**src/rtl/adma_pkg.sv**
```systemverilog
package adma_pkg;
  localparam int ADDR_W = 32;
  localparam int DATA_W = 32;
  localparam int ERR_W  = 4;
  localparam int NCH    = 2;   // channel 0 = transmit, 1 = receive
  typedef logic [ADDR_W-1:0] addr_t;

  // bit 0: misaligned, bit 1: outside the memory window [lo, hi)
  function automatic logic [1:0] ptr_fault(input addr_t p, input addr_t lo, input addr_t hi);
    return {(p < lo) || (p >= hi), p[1:0] != 2'b00};
  endfunction
endpackage

```
**src/rtl/adma_chan.sv**
```systemverilog
module adma_chan import adma_pkg::*; #(
  parameter int WCW = 16
) (
  input  logic           clk,
  input  logic           rst,
  input  logic           start_go,
  input  logic           en,
  input  addr_t          shadow_ptr,
  input  logic [WCW-1:0] words,
  input  logic           shadow_ok,
  input  logic           req_in,
  input  logic           done,
  output logic           act,
  output logic           pend,
  output addr_t          addr,
  output logic           upd_now,
  output logic           reload_bad
);
  logic [WCW-1:0] left_q;
  logic           last, reload_ok, stop_now;

  assign last       = done && act && (left_q == WCW'(1));
  assign reload_ok  = last && shadow_ok;
  assign reload_bad = last && !shadow_ok && en;
  assign stop_now   = act && !en;
  assign upd_now    = start_go || (reload_ok && en) || stop_now;

  always_ff @(posedge clk) begin
    if (rst) begin
      act    <= 1'b0;
      pend   <= 1'b0;
      addr   <= '0;
      left_q <= '0;
    end else if (start_go) begin
      act    <= 1'b1;
      pend   <= 1'b0;
      addr   <= shadow_ptr;
      left_q <= words;
    end else if (stop_now) begin
      act  <= 1'b0;
      pend <= 1'b0;
    end else begin
      if (done && act) begin
        pend <= 1'b0;
        if (last) begin
          if (reload_ok) begin
            addr   <= shadow_ptr;
            left_q <= words;
          end else begin
            act <= 1'b0;
          end
        end else begin
          addr   <= addr + ADDR_W'(4);
          left_q <= left_q - WCW'(1);
        end
      end
      if (req_in && act) pend <= 1'b1;
    end
  end


  addr_step_chk: assert property (@(posedge clk) disable iff (rst)
    (done && act && en && left_q != WCW'(1)) |=> (addr == $past(addr) + ADDR_W'(4)));

  stop_chk: assert property (@(posedge clk) disable iff (rst)
    (act && !en) |=> !act);

  align_chk: assert property (@(posedge clk) disable iff (rst)
    act |-> (addr[1:0] == 2'b00));
endmodule

```
**src/rtl/adma_arb.sv**
```systemverilog
module adma_arb import adma_pkg::*; (
  input  logic              clk,
  input  logic              rst,
  input  logic [NCH-1:0]    pend,
  input  addr_t             tx_addr,
  input  addr_t             rx_addr,
  input  logic [DATA_W-1:0] rx_data,
  input  logic              mem_ready,
  output logic              mem_req,
  output logic              mem_we,
  output addr_t             mem_addr,
  output logic [DATA_W-1:0] mem_wdata,
  output logic [NCH-1:0]    done,
  output logic              idle
);
  logic own_rx_q, fin;

  assign fin  = mem_req && mem_ready;
  assign done = {fin && own_rx_q, fin && !own_rx_q};
  assign idle = !mem_req;

  always_ff @(posedge clk) begin
    if (rst) begin
      mem_req   <= 1'b0;
      mem_we    <= 1'b0;
      mem_addr  <= '0;
      mem_wdata <= '0;
      own_rx_q  <= 1'b0;
    end else if (fin) begin
      mem_req <= 1'b0;
    end else if (!mem_req && (|pend)) begin
      mem_req   <= 1'b1;
      own_rx_q  <= pend[1];
      mem_we    <= pend[1];
      mem_addr  <= pend[1] ? rx_addr : tx_addr;
      mem_wdata <= rx_data;
    end
  end


  req_hold_chk: assert property (@(posedge clk) disable iff (rst)
    (mem_req && !mem_ready) |=> (mem_req && $stable(mem_addr) && $stable(mem_we) && $stable(mem_wdata)));

  rx_first_chk: assert property (@(posedge clk) disable iff (rst)
    (!mem_req && pend[0] && pend[1]) |=> (mem_req && mem_we));
endmodule

```
**src/rtl/audio_dma_ptr_ctrl.sv**
```systemverilog
module audio_dma_ptr_ctrl import adma_pkg::*; #(
  parameter int    LEN_W    = 17,
  parameter int    CNT_BITS = 14,
  parameter addr_t RAM_LO   = 32'h2000_0000,
  parameter addr_t RAM_HI   = 32'h3000_0000
) (
  input  logic              clk,
  input  logic              rst,
  input  logic              tx_ptr_wr,
  input  logic              rx_ptr_wr,
  input  logic [ADDR_W-1:0] ptr_wdata,
  input  logic              len_wr,
  input  logic [LEN_W-1:0]  len_bytes,
  input  logic              tx_en,
  input  logic              rx_en,
  input  logic              start,
  input  logic [1:0]        evt_clr,
  input  logic [1:0]        ien_set,
  input  logic [1:0]        ien_clr,
  input  logic              tx_pull,
  output logic [DATA_W-1:0] tx_word,
  output logic              tx_word_vld,
  input  logic              rx_push,
  input  logic [DATA_W-1:0] rx_word,
  output logic              mem_req,
  output logic              mem_we,
  output logic [ADDR_W-1:0] mem_addr,
  output logic [DATA_W-1:0] mem_wdata,
  input  logic              mem_ready,
  input  logic [DATA_W-1:0] mem_rdata,
  output logic [1:0]        evt,
  output logic              irq,
  output logic [ERR_W-1:0]  err,
  output logic              busy
);
  localparam int WCW = LEN_W - 1;
  localparam logic [WCW-1:0] MAX_WORDS = WCW'(1) << CNT_BITS;

  addr_t             sh_ptr [NCH];
  addr_t             ch_addr[NCH];
  logic [1:0]        sh_flt [NCH];
  logic [WCW-1:0]    words_q;
  logic [DATA_W-1:0] rx_buf_q;
  logic [1:0]        cnt_flt, ptr_start_flt, ptr_bad_flt, ien_q, evt_d, ien_d;
  logic [NCH-1:0]    act, pend, upd, bad, go_ch, en_v, req_v, done_v;
  logic              go, go_ok, arb_idle;
  logic [LEN_W:0]    len_sum;

  assign len_sum = {1'b0, len_bytes} + (LEN_W+1)'(3);
  assign en_v    = {rx_en, tx_en};
  assign req_v   = {rx_push, tx_pull};
  assign busy    = |act;
  assign cnt_flt = {words_q > MAX_WORDS, words_q == '0};

  always_ff @(posedge clk) begin
    if (rst) begin
      sh_ptr[0] <= '0;
      sh_ptr[1] <= '0;
      words_q   <= '0;
      rx_buf_q  <= '0;
    end else begin
      if (tx_ptr_wr) sh_ptr[0] <= ptr_wdata;
      if (rx_ptr_wr) sh_ptr[1] <= ptr_wdata;
      if (len_wr)    words_q   <= len_sum[LEN_W:2];
      if (rx_push)   rx_buf_q  <= rx_word;
    end
  end

  assign sh_flt[0]     = ptr_fault(sh_ptr[0], RAM_LO, RAM_HI);
  assign sh_flt[1]     = ptr_fault(sh_ptr[1], RAM_LO, RAM_HI);
  assign ptr_start_flt = (tx_en ? sh_flt[0] : 2'b00) | (rx_en ? sh_flt[1] : 2'b00);
  assign ptr_bad_flt   = (bad[0] ? sh_flt[0] : 2'b00) | (bad[1] ? sh_flt[1] : 2'b00);
  assign go            = start && !busy && arb_idle && (tx_en || rx_en);
  assign go_ok         = go && (cnt_flt == 2'b00) && (ptr_start_flt == 2'b00);
  assign go_ch         = go_ok ? en_v : '0;

  for (genvar c = 0; c < NCH; c++) begin : g_ch
    adma_chan #(.WCW(WCW)) u_chan (
      .clk        (clk),
      .rst        (rst),
      .start_go   (go_ch[c]),
      .en         (en_v[c]),
      .shadow_ptr (sh_ptr[c]),
      .words      (words_q),
      .shadow_ok  ((sh_flt[c] == 2'b00) && (cnt_flt == 2'b00)),
      .req_in     (req_v[c]),
      .done       (done_v[c]),
      .act        (act[c]),
      .pend       (pend[c]),
      .addr       (ch_addr[c]),
      .upd_now    (upd[c]),
      .reload_bad (bad[c])
    );
  end

  adma_arb u_arb (
    .clk       (clk),
    .rst       (rst),
    .pend      (pend),
    .tx_addr   (ch_addr[0]),
    .rx_addr   (ch_addr[1]),
    .rx_data   (rx_buf_q),
    .mem_ready (mem_ready),
    .mem_req   (mem_req),
    .mem_we    (mem_we),
    .mem_addr  (mem_addr),
    .mem_wdata (mem_wdata),
    .done      (done_v),
    .idle      (arb_idle)
  );

  assign evt_d = (evt & ~evt_clr) | upd;
  assign ien_d = (ien_q & ~ien_clr) | ien_set;

  always_ff @(posedge clk) begin
    if (rst) begin
      evt         <= '0;
      ien_q       <= '0;
      irq         <= 1'b0;
      err         <= '0;
      tx_word     <= '0;
      tx_word_vld <= 1'b0;
    end else begin
      evt         <= evt_d;
      ien_q       <= ien_d;
      irq         <= |(evt_d & ien_d);
      tx_word_vld <= done_v[0] && act[0];
      if (done_v[0]) tx_word <= mem_rdata;
      if (go)             err <= {cnt_flt, ptr_start_flt};
      else if (|bad)      err <= {cnt_flt, ptr_bad_flt};
    end
  end


  evt_hold_chk: assert property (@(posedge clk) disable iff (rst)
    (evt[0] && !evt_clr[0]) |=> evt[0]);

  irq_src_chk: assert property (@(posedge clk) disable iff (rst)
    irq |-> |(evt & ien_q));

  zero_len_chk: assert property (@(posedge clk) disable iff (rst)
    (start && !busy && words_q == '0) |=> !busy);

  busy_start_chk: assert property (@(posedge clk) disable iff (rst)
    (start && busy && !(|bad) && !(|upd)) |=> $stable(err));
endmodule

```
**config.mk**
```make
export PLATFORM = sky130hd
export DESIGN_NAME = audio_dma_ptr_ctrl
export DESIGN_NICKNAME = d
export VERILOG_FILES = /design/src/rtl/adma_pkg.sv /design/src/rtl/adma_chan.sv /design/src/rtl/adma_arb.sv /design/src/rtl/audio_dma_ptr_ctrl.sv
export SDC_FILE = /design/constraint.sdc
export NUM_CORES = 1
export LEC_CHECK = 0
export ABC_AREA = 1
export ABC_CLOCK_PERIOD_IN_PS = 2900
export BUFFER_PORTS_ARGS = -buffer_cell sky130_fd_sc_hd__clkbuf_2
export CELL_PAD_IN_SITES_DETAIL_PLACEMENT = 0
export CELL_PAD_IN_SITES_GLOBAL_PLACEMENT = 2
export CORE_UTILIZATION = 33
export CTS_BUF_LIST = sky130_fd_sc_hd__clkbuf_2
export DETAILED_ROUTE_END_ITERATION = 8
export GPL_TIMING_DRIVEN = 0
export PLACE_DENSITY = 0.89
export SLEW_MARGIN = 10
export SYNTH_ARGS = -nofsm -noshare
export SYNTH_HDL_FRONTEND = slang
export SYNTH_SLANG_ARGS = --single-unit
```
**constraint.sdc**
```tcl
create_clock -name clk -period 2.9 [get_ports clk]
set_clock_uncertainty 0.15 [all_clocks]
set_input_delay 0.87 -clock clk [delete_from_list [all_inputs] [get_ports clk]]
set_output_delay 0.87 -clock clk [all_outputs]
set_load 0.01 [all_outputs]
```
Yosys cells after proc, flatten, opt, wreduce, memory -nomap -nowiden --
Memories as Yosys holds them, arrays and structs flattened. Cells that the tools add are included.
Cells by class: reductions and logical operators 69, muxes and demuxes 52, bitwise logic cells 12, eq/ne operators 8, add/subtract/negate cells 5, order comparisons 5
Operators with widths (count):
- 32-bit 2-to-1 mux | 13
- 16-bit 2-to-1 mux | 10
- 32-bit by 3-bit adder with 32-bit output, second input constant | 2
- 32-bit by 30-bit >= comparator with 1-bit output, second input constant | 2
- 32-bit by 30-bit < comparator with 1-bit output, second input constant | 2
- 16-bit by 1-bit == test with 1-bit output, second input constant | 2
- 16-bit by 1-bit subtractor with 16-bit output, second input constant | 2
- 1-bit logical AND | 27
- 1-bit 2-to-1 mux | 22
- 17-bit by 2-bit adder with 18-bit output, second input constant | 1
- 16-bit by 15-bit greater-than comparator with 1-bit output, second input constant | 1
- 16-bit logical NOT | 1
- 2-bit nonzero test | 7
- 3-bit inequality test, second input constant | 4
- 3-bit AND reduction | 4
- 3-bit nonzero test | 4
- 2-bit 2-to-1 mux | 5
- 2-bit OR reduction | 5
- 2-bit logical NOT | 4
- 4-bit 2-to-1 mux | 2
- 2-bit OR | 4
- 1-bit logical NOT | 7
- 1-bit logical OR | 7
- 2-bit bitwise AND | 3
- other kinds (6) | 10
Word-level totals: register bits 256, logic and storage cells 172, output and inout port bits 107, bits in writable memories 64, bits of input ports 130, memories kept 1
Memory list:
- sh_ptr | depth 2, bits a word 32, read ports 2, clocked after Yosys merged registers in 0, write ports 2, RTL line audio_dma_ptr_ctrl.sv:39 | addr_t sh_ptr [NCH];

Longest topological paths before layout --
depth in word-level cells 13, mapped depth 14, mapped depth without buffers 13

Cells and area by module --
A second synthesis with hierarchy kept.
Unflattened totals: cell total of the unflattened synthesis 2458, area, all modules 16392.0 um^2
By module, submodules not included:
- adma_chan | seq. area each 1001.0 um^2, cells each 619, area each 3602.2 um^2, times used 2
- audio_dma_ptr_ctrl | seq. area each 3723.6 um^2, cells each 692, area each 6018.3 um^2, times used 1
- adma_arb | seq. area each 1321.3 um^2, cells each 528, area each 3169.3 um^2, times used 1

Worst setup path after synthesis --
No wires, ideal clock.
path type input-to-reg, start in tx_en, end reg g_ch[0].u_chan.addr[4], required time 2631 ps, stages on the path 13, setup slack 406 ps, buffers on the path 3, arrival 2226 ps, cell sequence buf_4 inv_2 nor2_1 nor2_2 nand2_1 nor2_4 nand4_4 nand2_4 buf_8 buf_6 nand2_1 a21oi_2 nor2_2
On the way: word-level cells in the longest chain between the ends 7, elaborated cells between the ends (all ways) 15, those cells by class eq/ne: 2; mux: 3; bitwise: 1; reduce/logical: 9
RTL lines:
- start, declared | RTL line audio_dma_ptr_ctrl.sv:14 | input logic tx_en,
- 2-bit 2-to-1 mux / 1-bit logical OR (equally long branches) | RTL line audio_dma_ptr_ctrl.sv:71, audio_dma_ptr_ctrl.sv:73
- 2-bit OR / 1-bit logical AND (equally long branches) | RTL line audio_dma_ptr_ctrl.sv:71, audio_dma_ptr_ctrl.sv:73
- 2-bit logical NOT / 1-bit logical AND (equally long branches) | RTL line audio_dma_ptr_ctrl.sv:74 | assign go_ok = go && (cnt_flt == 2'b00) && (ptr_start_flt == 2'b00);
- 1-bit logical AND | RTL line audio_dma_ptr_ctrl.sv:74
- 2-bit 2-to-1 mux | RTL line audio_dma_ptr_ctrl.sv:75 | assign go_ch = go_ok ? en_v : '0;
- 3-bit inequality test (no line) (tied with other cells)
- 3-bit AND reduction (no line)
- end signal, assigned | RTL line adma_chan.sv:37 | addr <= shadow_ptr;
- end signal, assigned | RTL line adma_chan.sv:47 | addr <= shadow_ptr;
- end signal, assigned | RTL line adma_chan.sv:53 | addr <= addr + ADDR_W'(4);
- end, declared | RTL line adma_chan.sv:15 | output addr_t addr,
Parallel ways exist; a longest one is shown, timed or not. A chain may end at the register's enable or synchronous reset.

Final worst setup path --
start reg g_ch[1].u_chan.act, end out busy
On the way: word-level cells in the longest chain between the ends 1
RTL lines:
- start, declared | RTL line adma_chan.sv:13 | output logic act,
- start signal, assigned | RTL line adma_chan.sv:30 | act <= 1'b0;
- start signal, assigned | RTL line adma_chan.sv:35 | act <= 1'b1;
- start signal, assigned | RTL line adma_chan.sv:40 | act <= 1'b0;
- 2-bit OR reduction | RTL line audio_dma_ptr_ctrl.sv:52 | assign busy = |act;
- end, declared | RTL line audio_dma_ptr_ctrl.sv:34 | output logic busy
Every way passes these cells.

==> results.ini <==
[worst_setup_path]
setup.worst_path.start_class=flip-flop
maximum_net_fanout_on_the_critical_path=5
crit_end_element=output pin
reg2reg_from=u_arb.mem_req
timing.reg2reg.worst_path_depth=13
critPathRequiredTime_ns=1.88
worst-setup-path-type=flip-flop to output pin
critPathArrivalTime_ns=1.80
setup.reg_to_reg.worst_slack_ns=0.27
timing.rr.end=g_ch[0].u_chan.left_q[9]

[worst_hold_path]
hp-class=input port to flip-flop
holdPathEnd=irq
worstHoldPathCells=5
min_from=ien_clr[0]

[global_routing]
first_global_vias=16070
grt_start_max_net_pins=33
gr-total-overflow=0
gr-usage-all-layers_pct=24.87
antenna_violations_before_repair=3
wire_length_of_the_first_global_routing_pass_um=93010

[yosys]
mappedNetlistArea_um2=15800
syn_avg_cell_area_um2=7.002
yosys.cell_types.count=41
synthesized_netlist_cell_count=2257
yosys_most_used_dff=sky130_fd_sc_hd__dfxtp_1
number_of_warnings_issued_by_yosys=0
synth_async_sr_flop_share_pct=0
postSynthNetCount=2393
yosysSeqAreaShare_pct=44.59
synth_enable_flop_cells=64
synth-seq-cells=320

[timing]
achievable-frequency_mhz=354.8
finalSetupViolations=0
tightest_slew_ns=0.9515
slew-limit-headroom_pct=36.57
hold_slack_ns=0.09904
layout_worst_path_cycle_share_pct=97.18
final_hold_viol_count=0
finalWorstPathRequiredPeriod_ns=2.818
finalMaxSlewViolations=0
postLayoutSetupSlackWorst_ns=0.08179
unrepaired_setup_endpoints_after_global_routing=true

[route]
drt_iter0_markers=1153
vias=16419
avgRoutedWirePerCell_um=18.16
antenna_left=0
route.final.wire_length_um=61370
detailedRoute.firstPassIterationCount=9
via_per_inst=4.858
post-route-drc-count=8

[placed_design]
placement.setup.worst_slack_ns=-0.3562
port-buffer-count=233
gpl.final_weighted_congestion=0.9319
post_place_instance_area_um2=17730
dp.final_hpwl_um=46750

[layout]
post_route_cell_area_um2=19740
mostFrequentLayoutCells=496 x sky130_fd_sc_hd__nor2_1, 444 x sky130_fd_sc_hd__nand2_1, 370 x sky130_fd_sc_hd__clkbuf_2
final_layout_size_suffix_gt1_share_pct=17.06
fin_nets=2834
area.growth.synth_to_final_pct=24.91
final_common_cell=sky130_fd_sc_hd__nor2_1
finalCoreUtilization_pct=42.14

[clocking]
numCtsBuffers=88
cts-htree-levels=3
clk_root_buffer_cell=sky130_fd_sc_hd__clkbuf_2
clock_tree.buffer_depth=3
cts_tree=yes
clkTransAtPathRegs_ns=0.11
cts.sinks=320
clock_insertion_delay_worst_skew_ns=1.13

[power_and_ir_drop]
ir_worst_vdd_mv=0.2232
pwr_total_mw=9.210
power_leakage_nw=8.838
intPower_mw=6.385
sw_frac_of_total_pct=30.67
p_clk_share_pct=36.4
power_frac_seq_pct=52.4
total_switching_power_mw=2.825
p_per_area_nw_per_um2=466.5
p_comb_share_pct=11.2

[outcome]
status=finished, violations left
violated_checks=design-rule violations

[floorplanning]
die-area_um2=48770
std_cell_rows=79
die_width_um=220.8
initial_core_util_pct=33.73
floorplan.die.height_um=220.8
floorplan.io_pins=237
floorplan.core_area_um2=46850

[job]
drv_cap=0

[synthesized netlist by cell type (6+ instances only)]
cell type	number	area, um^2
sky130_fd_sc_hd__nand2_2	6	37.54
sky130_fd_sc_hd__nor2_1	497	1866
sky130_fd_sc_hd__nand4_1	14	87.58
sky130_fd_sc_hd__xor2_1	37	324.1
sky130_fd_sc_hd__o211ai_1	11	82.58
sky130_fd_sc_hd__inv_1	214	803.3
sky130_fd_sc_hd__o21ai_1	15	75.07
sky130_fd_sc_hd__buf_4	8	60.06
sky130_fd_sc_hd__dfxtp_1	256	5125
sky130_fd_sc_hd__o21ai_0	188	940.9
sky130_fd_sc_hd__ha_1	6	75.07
sky130_fd_sc_hd__buf_2	18	90.09
sky130_fd_sc_hd__edfxtp_1	64	1922
sky130_fd_sc_hd__nor2_2	7	43.79
sky130_fd_sc_hd__nand3b_1	22	165.2
sky130_fd_sc_hd__nand3_1	127	635.6
sky130_fd_sc_hd__clkbuf_1	68	255.2
sky130_fd_sc_hd__a21oi_1	154	770.7
sky130_fd_sc_hd__xnor2_1	13	113.9
sky130_fd_sc_hd__nand2_1	444	1667
sky130_fd_sc_hd__nor3_1	23	115.1
sky130_fd_sc_hd__inv_2	8	30.03
sky130_fd_sc_hd__a21oi_2	7	61.31
sky130_fd_sc_hd__nand3_2	9	90.09
[layer usage]
| metal | vias up | share of wire [%] | global-route usage [%] |
|---|---|---|---|
| li1 | 8178 | - | - |
| met1 | 7582 | 46 | 33.03 |
| met2 | 537 | 45 | 39.86 |
| met3 | 122 | 6.1 | 4.993 |
| met4 | 0 | 3.3 | 9.226 |
| met5 | - | 0 | 0 |
[area by class of cell]
class,count,area [um^2]
timing repair buffer,351,2354
inverter,223,837.1
antenna,6,15.01
multi-input combinational,1609,7431
fill,5173,27110
tap,607,759.5
buffer,105,499.2
sequential,320,7051
clock inverter,21,105.1
clock buffer,138,690.7
[power groups by stage]
stage          sequential [mW]  clock [mW]  combinational (mW)
2_1_floorplan             4.89           0               0.529
3_3_place_gp              4.92           0               0.896
3_5_place_dp              4.92           0               0.896
4_1_cts                   4.82        3.46                1.03
5_1_grt                   4.85        3.67                1.14
6_report                  4.82        3.35                1.03
[flip-flops by register name (all words and copies together) (netlist names), 2 cells and up]
name                count
err                     4
evt                     2
g_ch.u_chan.act         2
g_ch.u_chan.addr       64
g_ch.u_chan.left_q     32
g_ch.u_chan.pend        2
ien_q                   2
rx_buf_q               32
sh_ptr                 64
tx_word                32
u_arb.mem_addr         32
u_arb.mem_wdata        32
words_q                16
[kinds of logic after synthesis]
group | Yosys count | share of synthesized area (%)
buffers and inverters | 328 | 8.455
AND/OR/NAND/NOR | 1168 | 31.00
XOR/XNOR | 50 | 2.771
adder cells (fa/ha/maj) | 6 | 0.4750
flip-flops | 320 | 44.59
AO/OA/AOI/OAI | 385 | 12.71
[worst max-delay path by stage]
| stage | from | end | cells after the start |
|---|---|---|---|
| final | g_ch[1].u_chan.act | busy | 3 |
| after global routing | g_ch[1].u_chan.act | busy | 3 |
| after CTS | g_ch[0].u_chan.act | busy | 3 |
| after detailed placement | rst | tx_word[22] | 6 |
| after global placement | rst | tx_word[22] | 6 |
| after floorplan | tx_en | g_ch[0].u_chan.addr[4] | 13 |
[stage by stage]
stage	setup TNS, ns	std cells
finish	0	3380
global route	-0.06549	3380
CTS	-0.04306	3374
detailed placement	-20.69	3097
global placement	-19.02	3097
floorplan	0	2257
[worst max-delay path: stages (launching register included)]
cell and delay, ns:
sky130_fd_sc_hd__dfxtp_2 0.37, sky130_fd_sc_hd__nor2_2 0.14, sky130_fd_sc_hd__inv_1 0.06, sky130_fd_sc_hd__clkbuf_8 0.15
[timing repair]
action,CTS,global route
gates resized for setup,5,2
buffers inserted,1,0
hold buffers,117,0
endpoints found under the setup margin,2,7
pin swaps,1,0
hold endpoints to repair,146,0
Note: power is estimated with default switching activity, not from simulation.
